--- config.mk ---
export PLATFORM = sky130hd
export DESIGN_NAME = bus_timeout_watch
export DESIGN_NICKNAME = d
export VERILOG_FILES = /design/src/rtl/bus_to_pkg.sv /design/src/rtl/to_watcher.sv /design/src/rtl/to_flag.sv /design/src/rtl/bus_timeout_watch.sv
export SDC_FILE = /design/constraint.sdc
export NUM_CORES = 1
export LEC_CHECK = 0
export BUFFER_PORTS_ARGS = -buffer_cell sky130_fd_sc_hd__buf_4
export CAP_MARGIN = 20
export CORE_ASPECT_RATIO = 0.8
export CORE_MARGIN = 1.5
export CORE_UTILIZATION = 64
export CTS_CLUSTER_DIAMETER = 30
export DETAILED_ROUTE_END_ITERATION = 12
export PLACE_DENSITY = 0.86
export SETUP_SLACK_MARGIN = 0.15
export SYNTH_ARGS = -nofsm -noshare
export SYNTH_HDL_FRONTEND = slang
export SYNTH_SLANG_ARGS = --single-unit
--- constraint.sdc ---
create_clock -name clk -period 5.3 [get_ports clk]
set_input_delay 0.53 -clock clk [delete_from_list [all_inputs] [get_ports clk]]
set_output_delay 0.53 -clock clk [all_outputs]
set_load 0.01 [all_outputs]
--- src/rtl/bus_to_pkg.sv ---
package bus_to_pkg;

    typedef enum logic [1:0] {
        WS_IDLE  = 2'd0,
        WS_RUN   = 2'd1,
        WS_SPENT = 2'd2
    } watch_state_t;

    // Idle length: code 0 is off, each further code doubles the base length.
    function automatic int unsigned idle_len(input logic [1:0] code,
                                             input int unsigned base);
        int unsigned len;
        unique case (code)
            2'd1:    len = base;
            2'd2:    len = base * 2;
            2'd3:    len = base * 4;
            default: len = 0;
        endcase
        return len;
    endfunction

    // Clock-low length: codes 1..4 double the base, code 5 is the long limit,
    // and the remaining codes are off.
    function automatic int unsigned low_len(input logic [2:0] code,
                                            input int unsigned base,
                                            input int unsigned long_len);
        int unsigned len;
        unique case (code)
            3'd1:    len = base;
            3'd2:    len = base * 2;
            3'd3:    len = base * 4;
            3'd4:    len = base * 8;
            3'd5:    len = long_len;
            default: len = 0;
        endcase
        return len;
    endfunction

endpackage

--- src/rtl/to_watcher.sv ---
module to_watcher
    import bus_to_pkg::*;
#(
    parameter int CNT_W = 11
) (
    input  logic             clk,
    input  logic             rst_n,
    input  logic             tick,
    input  logic             cond,
    input  logic [CNT_W-1:0] limit,
    output logic             expire
);

    localparam logic [CNT_W-1:0] ONE = CNT_W'(1);

    watch_state_t     state_q, state_d;
    logic [CNT_W-1:0] cnt_q, cnt_d;
    logic             armed;
    logic             reach;

    assign armed = cond && (limit != '0);
    assign reach = (cnt_q + ONE) >= limit;

    // State register
    always_ff @(posedge clk or negedge rst_n) begin
        if (!rst_n) begin
            state_q <= WS_IDLE;
            cnt_q   <= '0;
        end else begin
            state_q <= state_d;
            cnt_q   <= cnt_d;
        end
    end

    // Next state and count
    always_comb begin
        state_d = state_q;
        cnt_d   = cnt_q;
        unique case (state_q)
            WS_IDLE: begin
                if (armed) begin
                    state_d = WS_RUN;
                    cnt_d   = tick ? ONE : '0;
                end
            end
            WS_RUN: begin
                if (!armed) begin
                    state_d = WS_IDLE;
                    cnt_d   = '0;
                end else if (tick) begin
                    if (reach) begin
                        state_d = WS_SPENT;
                        cnt_d   = '0;
                    end else begin
                        cnt_d = cnt_q + ONE;
                    end
                end
            end
            WS_SPENT: begin
                if (!armed) begin
                    state_d = WS_IDLE;
                end
            end
            default: begin
                state_d = WS_IDLE;
                cnt_d   = '0;
            end
        endcase
    end

    // Outputs
    always_comb begin
        expire = (state_q == WS_RUN) && armed && tick && reach;
    end

    // an expiry is never followed straight away by another one
    a_r7_single_fire: assert property (@(posedge clk) disable iff (!rst_n)
        expire |=> !expire);

    // an expiry happens only in a tick cycle
    a_r9_tick_only: assert property (@(posedge clk) disable iff (!rst_n)
        expire |-> tick);

    // once spent, the watch stays spent while its condition holds
    a_r7_no_rearm: assert property (@(posedge clk) disable iff (!rst_n)
        (state_q == WS_SPENT && armed) |=> (state_q == WS_SPENT));

endmodule

--- src/rtl/to_flag.sv ---
module to_flag (
    input  logic clk,
    input  logic rst_n,
    input  logic set,
    input  logic clr,
    output logic flag
);

    always_ff @(posedge clk or negedge rst_n) begin
        if (!rst_n) begin
            flag <= 1'b0;
        end else if (set) begin
            flag <= 1'b1;
        end else if (clr) begin
            flag <= 1'b0;
        end
    end

    // a flag only drops through its clear input
    a_r6_sticky: assert property (@(posedge clk) disable iff (!rst_n)
        (flag && !clr) |=> flag);

    // a set wins over a clear in the same cycle
    a_r6_set_wins: assert property (@(posedge clk) disable iff (!rst_n)
        set |=> flag);

endmodule

--- src/rtl/bus_timeout_watch.sv ---
module bus_timeout_watch
    import bus_to_pkg::*;
#(
    parameter int unsigned BASE_TICKS = 40,
    parameter int unsigned LONG_TICKS = 1024
) (
    input  logic       clk,
    input  logic       rst_n,
    input  logic       tick,
    input  logic       scl_in,
    input  logic       sda_in,
    input  logic       bus_busy,
    input  logic [1:0] idle_sel,
    input  logic [2:0] low_sel,
    input  logic       go_idle_en,
    input  logic       idle_flag_clr,
    input  logic       low_flag_clr,
    output logic       idle_flag,
    output logic       low_flag,
    output logic       force_idle
);

    localparam int unsigned MAX_LEN = (LONG_TICKS > BASE_TICKS * 8) ?
                                      LONG_TICKS : BASE_TICKS * 8;
    localparam int CNT_W = $clog2(MAX_LEN + 1);

    logic             idle_cond, low_cond;
    logic [CNT_W-1:0] idle_limit, low_limit;
    logic             idle_fire, low_fire;

    assign idle_cond  = bus_busy && scl_in && sda_in;
    assign low_cond   = !scl_in;
    assign idle_limit = CNT_W'(idle_len(idle_sel, BASE_TICKS));
    assign low_limit  = CNT_W'(low_len(low_sel, BASE_TICKS, LONG_TICKS));

    to_watcher #(.CNT_W(CNT_W)) u_idle_watch (
        .clk    (clk),
        .rst_n  (rst_n),
        .tick   (tick),
        .cond   (idle_cond),
        .limit  (idle_limit),
        .expire (idle_fire)
    );

    to_watcher #(.CNT_W(CNT_W)) u_low_watch (
        .clk    (clk),
        .rst_n  (rst_n),
        .tick   (tick),
        .cond   (low_cond),
        .limit  (low_limit),
        .expire (low_fire)
    );

    to_flag u_idle_flag (
        .clk   (clk),
        .rst_n (rst_n),
        .set   (idle_fire),
        .clr   (idle_flag_clr),
        .flag  (idle_flag)
    );

    to_flag u_low_flag (
        .clk   (clk),
        .rst_n (rst_n),
        .set   (low_fire),
        .clr   (low_flag_clr),
        .flag  (low_flag)
    );

    always_ff @(posedge clk or negedge rst_n) begin
        if (!rst_n) begin
            force_idle <= 1'b0;
        end else begin
            force_idle <= idle_fire && go_idle_en;
        end
    end

    // the release pulse always comes with the idle flag
    a_r8_force_with_flag: assert property (@(posedge clk) disable iff (!rst_n)
        force_idle |-> idle_flag);

    // the release pulse requires the option to have been on
    a_r8_force_gated: assert property (@(posedge clk) disable iff (!rst_n)
        force_idle |-> $past(go_idle_en));

    // the release pulse lasts a single cycle
    a_r8_force_pulse: assert property (@(posedge clk) disable iff (!rst_n)
        force_idle |=> !force_idle);

    // the clock-low watch never expires on an off code
    a_r3_low_codes: assert property (@(posedge clk) disable iff (!rst_n)
        low_fire |-> (low_sel >= 3'd1 && low_sel <= 3'd5));

    // the idle watch expires only with the bus claimed and both lines high
    a_r4_idle_cond: assert property (@(posedge clk) disable iff (!rst_n)
        idle_fire |-> (bus_busy && scl_in && sda_in));

endmodule

After elaboration in Yosys (flattened, before gate mapping)
Index checks and enable logic that the tools add are counted.

storage, ports and cells
  register bits = 29
  logic and storage cells = 84
  output and inout bits = 3
  input bits = 14

cells by class
  reductions and logical operators = 22
  $lt $le $gt $ge = 2
  mux-type cells = 29
  equal/unequal tests = 20
  add/sub/neg operators = 2
  bitwise logic cells = 2

operators with widths
  operator                                       count
  two-way mux 11 bit                             8
  one-hot mux 11 bit (3 select lines)            2
  one-hot mux 11 bit (5 select lines)            1
  one-hot mux 8 bit (3 select lines)             1
  adder 11 x 1 -> 11 bit, second input constant  2
  nonzero test 11 bit                            2
  two-way mux 2 bit                              10
  != test 3 bit, second input constant           4
  one-hot mux 2 bit (3 select lines)             2
  greater-or-equal comparator 11 bit             1
  greater-or-equal comparator 11 x 8 -> 1 bit    1
  logical AND 1 bit                              11
  == test 2 bit, second input constant           4
  AND reduction 4 bit                            2
  == test 2 x 1 -> 1 bit, second input constant  3
  == test 3 x 2 -> 1 bit, second input constant  2
  == test 3 bit, second input constant           2
  AND reduction 3 bit                            2
  two-way mux 1 bit                              5
  zero test 2 bit                                2
  != test 2 x 1 -> 1 bit, second input constant  2
  != test 2 bit, second input constant           2
  nonzero test 2 bit                             2
  == test 3 x 1 -> 1 bit, second input constant  1
  2 further kinds                                3

Longest topological paths before layout
  depth in word-level cells = 8
  mapped depth = 11
  mapped depth without buffers = 10

By module
From an unflattened synthesis, not the netlist that was laid out.

unflattened totals
  cells, all modules = 287
  area total of the unflattened synthesis = 2404.8 sq um

modules (own cells, without submodules)
  module             sequential area each (sq um)  area an instance (sq um)  instances  cells each
  to_watcher         325.3                         1102.3                    2          131
  bus_timeout_watch  25.0                          127.6                     1          19
  to_flag            25.0                          36.3                      2          3

Worst setup path after synthesis
Ideal clock, no wire load.

  kind = reg2reg
  from = register u_idle_watch.cnt_q[0]
  to = register u_idle_watch.cnt_q[3]
  required time = 5190 ps
  cell stages (with the launch flop) = 11
  data arrival time = 2798 ps
  path slack = 2391 ps
  buffers on the path = 0
  library setup time = 110 ps
  cells stage by stage = dfrtp_1 > ha_1 > and3_1 > and3_1 > nor2b_1 > or2_2 > ha_1 > a211o_1 > o221ai_1 > nand3_1 > o41ai_1

between the ends
  cells in the longest elaborated chain, start to end = 6

RTL lines
  what                                         line                                source
  from (decl)                                  to_watcher.sv:17                    logic [CNT_W-1:0] cnt_q, cnt_d;
  from (signal assigned)                       to_watcher.sv:31                    cnt_q <= cnt_d;
  adder 11 x 1 -> 11 bit (*)                   to_watcher.sv:22, to_watcher.sv:55
  greater-or-equal comparator 11 x 8 -> 1 bit  to_watcher.sv:22                    assign reach = (cnt_q + ONE) >= limit;
  two-way mux 11 bit (*)                       to_watcher.sv:51                    if (reach) begin
  two-way mux 11 bit (*)                       to_watcher.sv:50                    end else if (tick) begin
  two-way mux 11 bit (*)                       to_watcher.sv:47                    if (!armed) begin
  one-hot mux 11 bit (3 select lines) (*)      to_watcher.sv:39                    unique case (state_q)

Every way passes the cells marked *; elsewhere a longest branch is shown, timed or not. The select of a mux whose other input is x is not followed.
A chain may end at the register's enable or synchronous reset.

Worst setup path after layout
  from = register u_idle_watch.cnt_q[0]
  to = register u_idle_watch.cnt_q[0]

The elaborated chain is that of the path after synthesis.

==> run metrics <==
IO Pins=17; synthesized area per cell=9.622 sq um; Slew headroom=about a third; clock root buffer=clkbuf_8; fraction of final layout cells sized beyond drive strength 1=14.03%; hold_ws=approximately 0.15 ns; RSZ-0062 raised after global routing=false; vias in the first global route=~1600; Max-cap violations=0; Max Fclk=0.3042 GHz; CTS Hold Buffers Added=0; # rows=17; post-CTS sizing=0; CTS H-Tree Depth=2; initial core utilization=68.54%; CP endpoint kind=register; area of the mapped netlist=1924 sq um; CTS Buf Count=5; Synth Area in Compound Gates=between 20% and 30%; grt total ovfl=0; Area growth syn-to-layout=12.35%; router iterations before antenna repair=5; critical path fanouts, max=7; Synth Flop Type=dfrtp_1; Multi-input gate area=1160 sq um; final hold vios=0; EDFF count, synth=0; n_diodes=0; Final min period=about 3.3 ns; most common cell after layout, fill and taps aside=dfrtp_1; largest area contributor in the synthesized netlist=dfrtp_1; Sink Count=29; fraction of registers with async set/reset=100.0%; final WL=4353 um; DR iter-0 viols=149; Synth top area share=37.71%; main combinational cell family by area after synthesis=simple AND/OR/NAND/NOR gates; FILL cells=200; Worst Tran Pin Value=0.9646 ns; clk_lat worst skew=slightly below 0.3 ns; Synth Register Bits=29; status=completed; Pwr per Cell Area=217.6 nW/um^2; crit path DAT=3.45 ns; IO Port Bufs=16; dominant cells by area after synthesis=dfrtp_1, ha_1, nand2_1; Final Cycle Share=62.02%; deepest clock path buffer count=2; Final HPWL DP=3276 um; maximum vdd drop=approximately 0.19 mV; critical path class=reg -> reg; Finish-stage setup viols=0; CTS tree=built; initial antenna violation count=0; die span in x=about 64 um; Post-Synth XOR/XNOR Area=5.007%; Die H=around 52 um; post-synthesis sequential area ratio=37.71%; area of the core=2808 sq um; vias per cell=6.544; Post-CTS Setup Bufs=0; Die ar.=3347 sq um; pin count of the biggest net entering global routing=30; Reg area=725.7 sq um; Clock Skew=0.005441 ns; multiplexer share of the synthesized area=1.625%; post-route ant nets=0; simple-gate share of the synthesized area=23.73%; total global-route track usage=29.46%; Worst-path clk slew=0.06 ns; Cells after Synth=200; fin util=77.01%; synthesized net count=228; GPL Wtd Cong=around 0.91; Remaining DRCs=0; synth warn=0; Tightest Hold Check Type=in -> async; synth unique cells=49; setup TNS=0 ns; first-pass GRT wire length=7383 um; WP data required=5.47 ns; adder-cell share of the synthesized area=9.103%; drt wl/cell=16.81 um; final-stage net count=about 250; Pins Over Slew Limit=0; vias=1695; most frequent cells in the layout=dfrtp_1, nand2_1, buf_4; Pleak=1.013 nW; Critical Path Start Type=register
## worst paths after layout
kind                                  startpoint                     to  slack, ns  cells after the start
max in group asynchronous                  rst_n   u_low_watch.cnt_q[7]       4.88                      1
min in group clk                    low_flag_clr        u_low_flag.flag       0.43                      2
setup reg to reg           u_idle_watch.cnt_q[0]  u_idle_watch.cnt_q[0]       2.01                     10
setup / recovery           u_idle_watch.cnt_q[0]  u_idle_watch.cnt_q[0]       2.01                     10
hold reg to reg                 u_idle_flag.flag       u_idle_flag.flag       0.53                      1
hold / removal                             rst_n  u_idle_watch.cnt_q[5]       0.15                      1
## flip-flops by register name (all words and copies together) (netlist names)
register and cells:
u_idle_watch.cnt_q 11, u_low_watch.cnt_q 11, u_idle_watch.state_q 2, u_low_watch.state_q 2
force_idle 1, u_idle_flag.flag 1, u_low_flag.flag 1
## cell families after synthesis
logic type      count (synthesis)
xor+xnor                       11
flops                          29
simple gates                   87
mux                             3
fa+ha+maj                      14
compound gates                 47
buf+inv                         9
## routing by layer
| layer | part of all wire (%) | vias to the layer above | wire (um) | global-route usage, % |
|---|---|---|---|---|
| met5 | 0 | - | 0 | 0 |
| met1 | 46 | 801 | 2012 | 41.26 |
| met4 | 1.4 | 0 | 61 | 11.35 |
| met3 | 7.8 | 7 | 339 | 6.494 |
| li1 | - | 807 | - | - |
| met2 | 45 | 80 | 1939 | 44.97 |
## synthesized netlist by cell type, drive strengths merged (5+ instances only)
| master | n |
|---|---|
| nand4 | 5 |
| nand3 | 7 |
| a32o | 9 |
| xor2 | 5 |
| dfrtp | 29 |
| inv | 6 |
| nor2b | 5 |
| nor2 | 12 |
| o2111ai | 5 |
| nand2 | 25 |
| nor3 | 6 |
| o211ai | 6 |
| ha | 14 |
| xnor2 | 6 |
## where the power goes
group / internal [W] / switching [W]
registers: 0.000226 / 0.00000783
logic: 0.0000239 / 0.0000346
clock network: 0.0000903 / 0.0000875
## critical path, stage by stage, from the launching register on
cell and delay [ns]:
dfrtp_1 0.46, ha_1 0.27, and3_1 0.25, and3_1 0.21, nor2b_1 0.14, or2_2 0.27
ha_1 0.31, a211o_1 0.29, o221ai_1 0.28, nand3_1 0.28, o41ai_1 0.41
## metrics by stage
stage	cells	setup WS [ns]	total power (W)	cell area [sq um]
4_1_cts	259	2.021	0.0004715	2162
2_1_floorplan	200	2.391	0.0002713	1924
3_3_place_gp	251	2.121	0.0002913	2076
3_5_place_dp	251	2.041	0.0002959	2076
5_1_grt	259	1.774	0.0004890	2162
6_report	259	2.013	0.0004705	2162
## cell type report
type	instances	area share (%)
inverter	6	1.042
clock buffer	5	3.183
timing repair buffer	16	5.556
clock inverter	3	0.8102
tap	38	2.199
sequential	29	33.56
multi-input combinational	162	53.65
No activity file was read; power rests on OpenSTA's default activity.
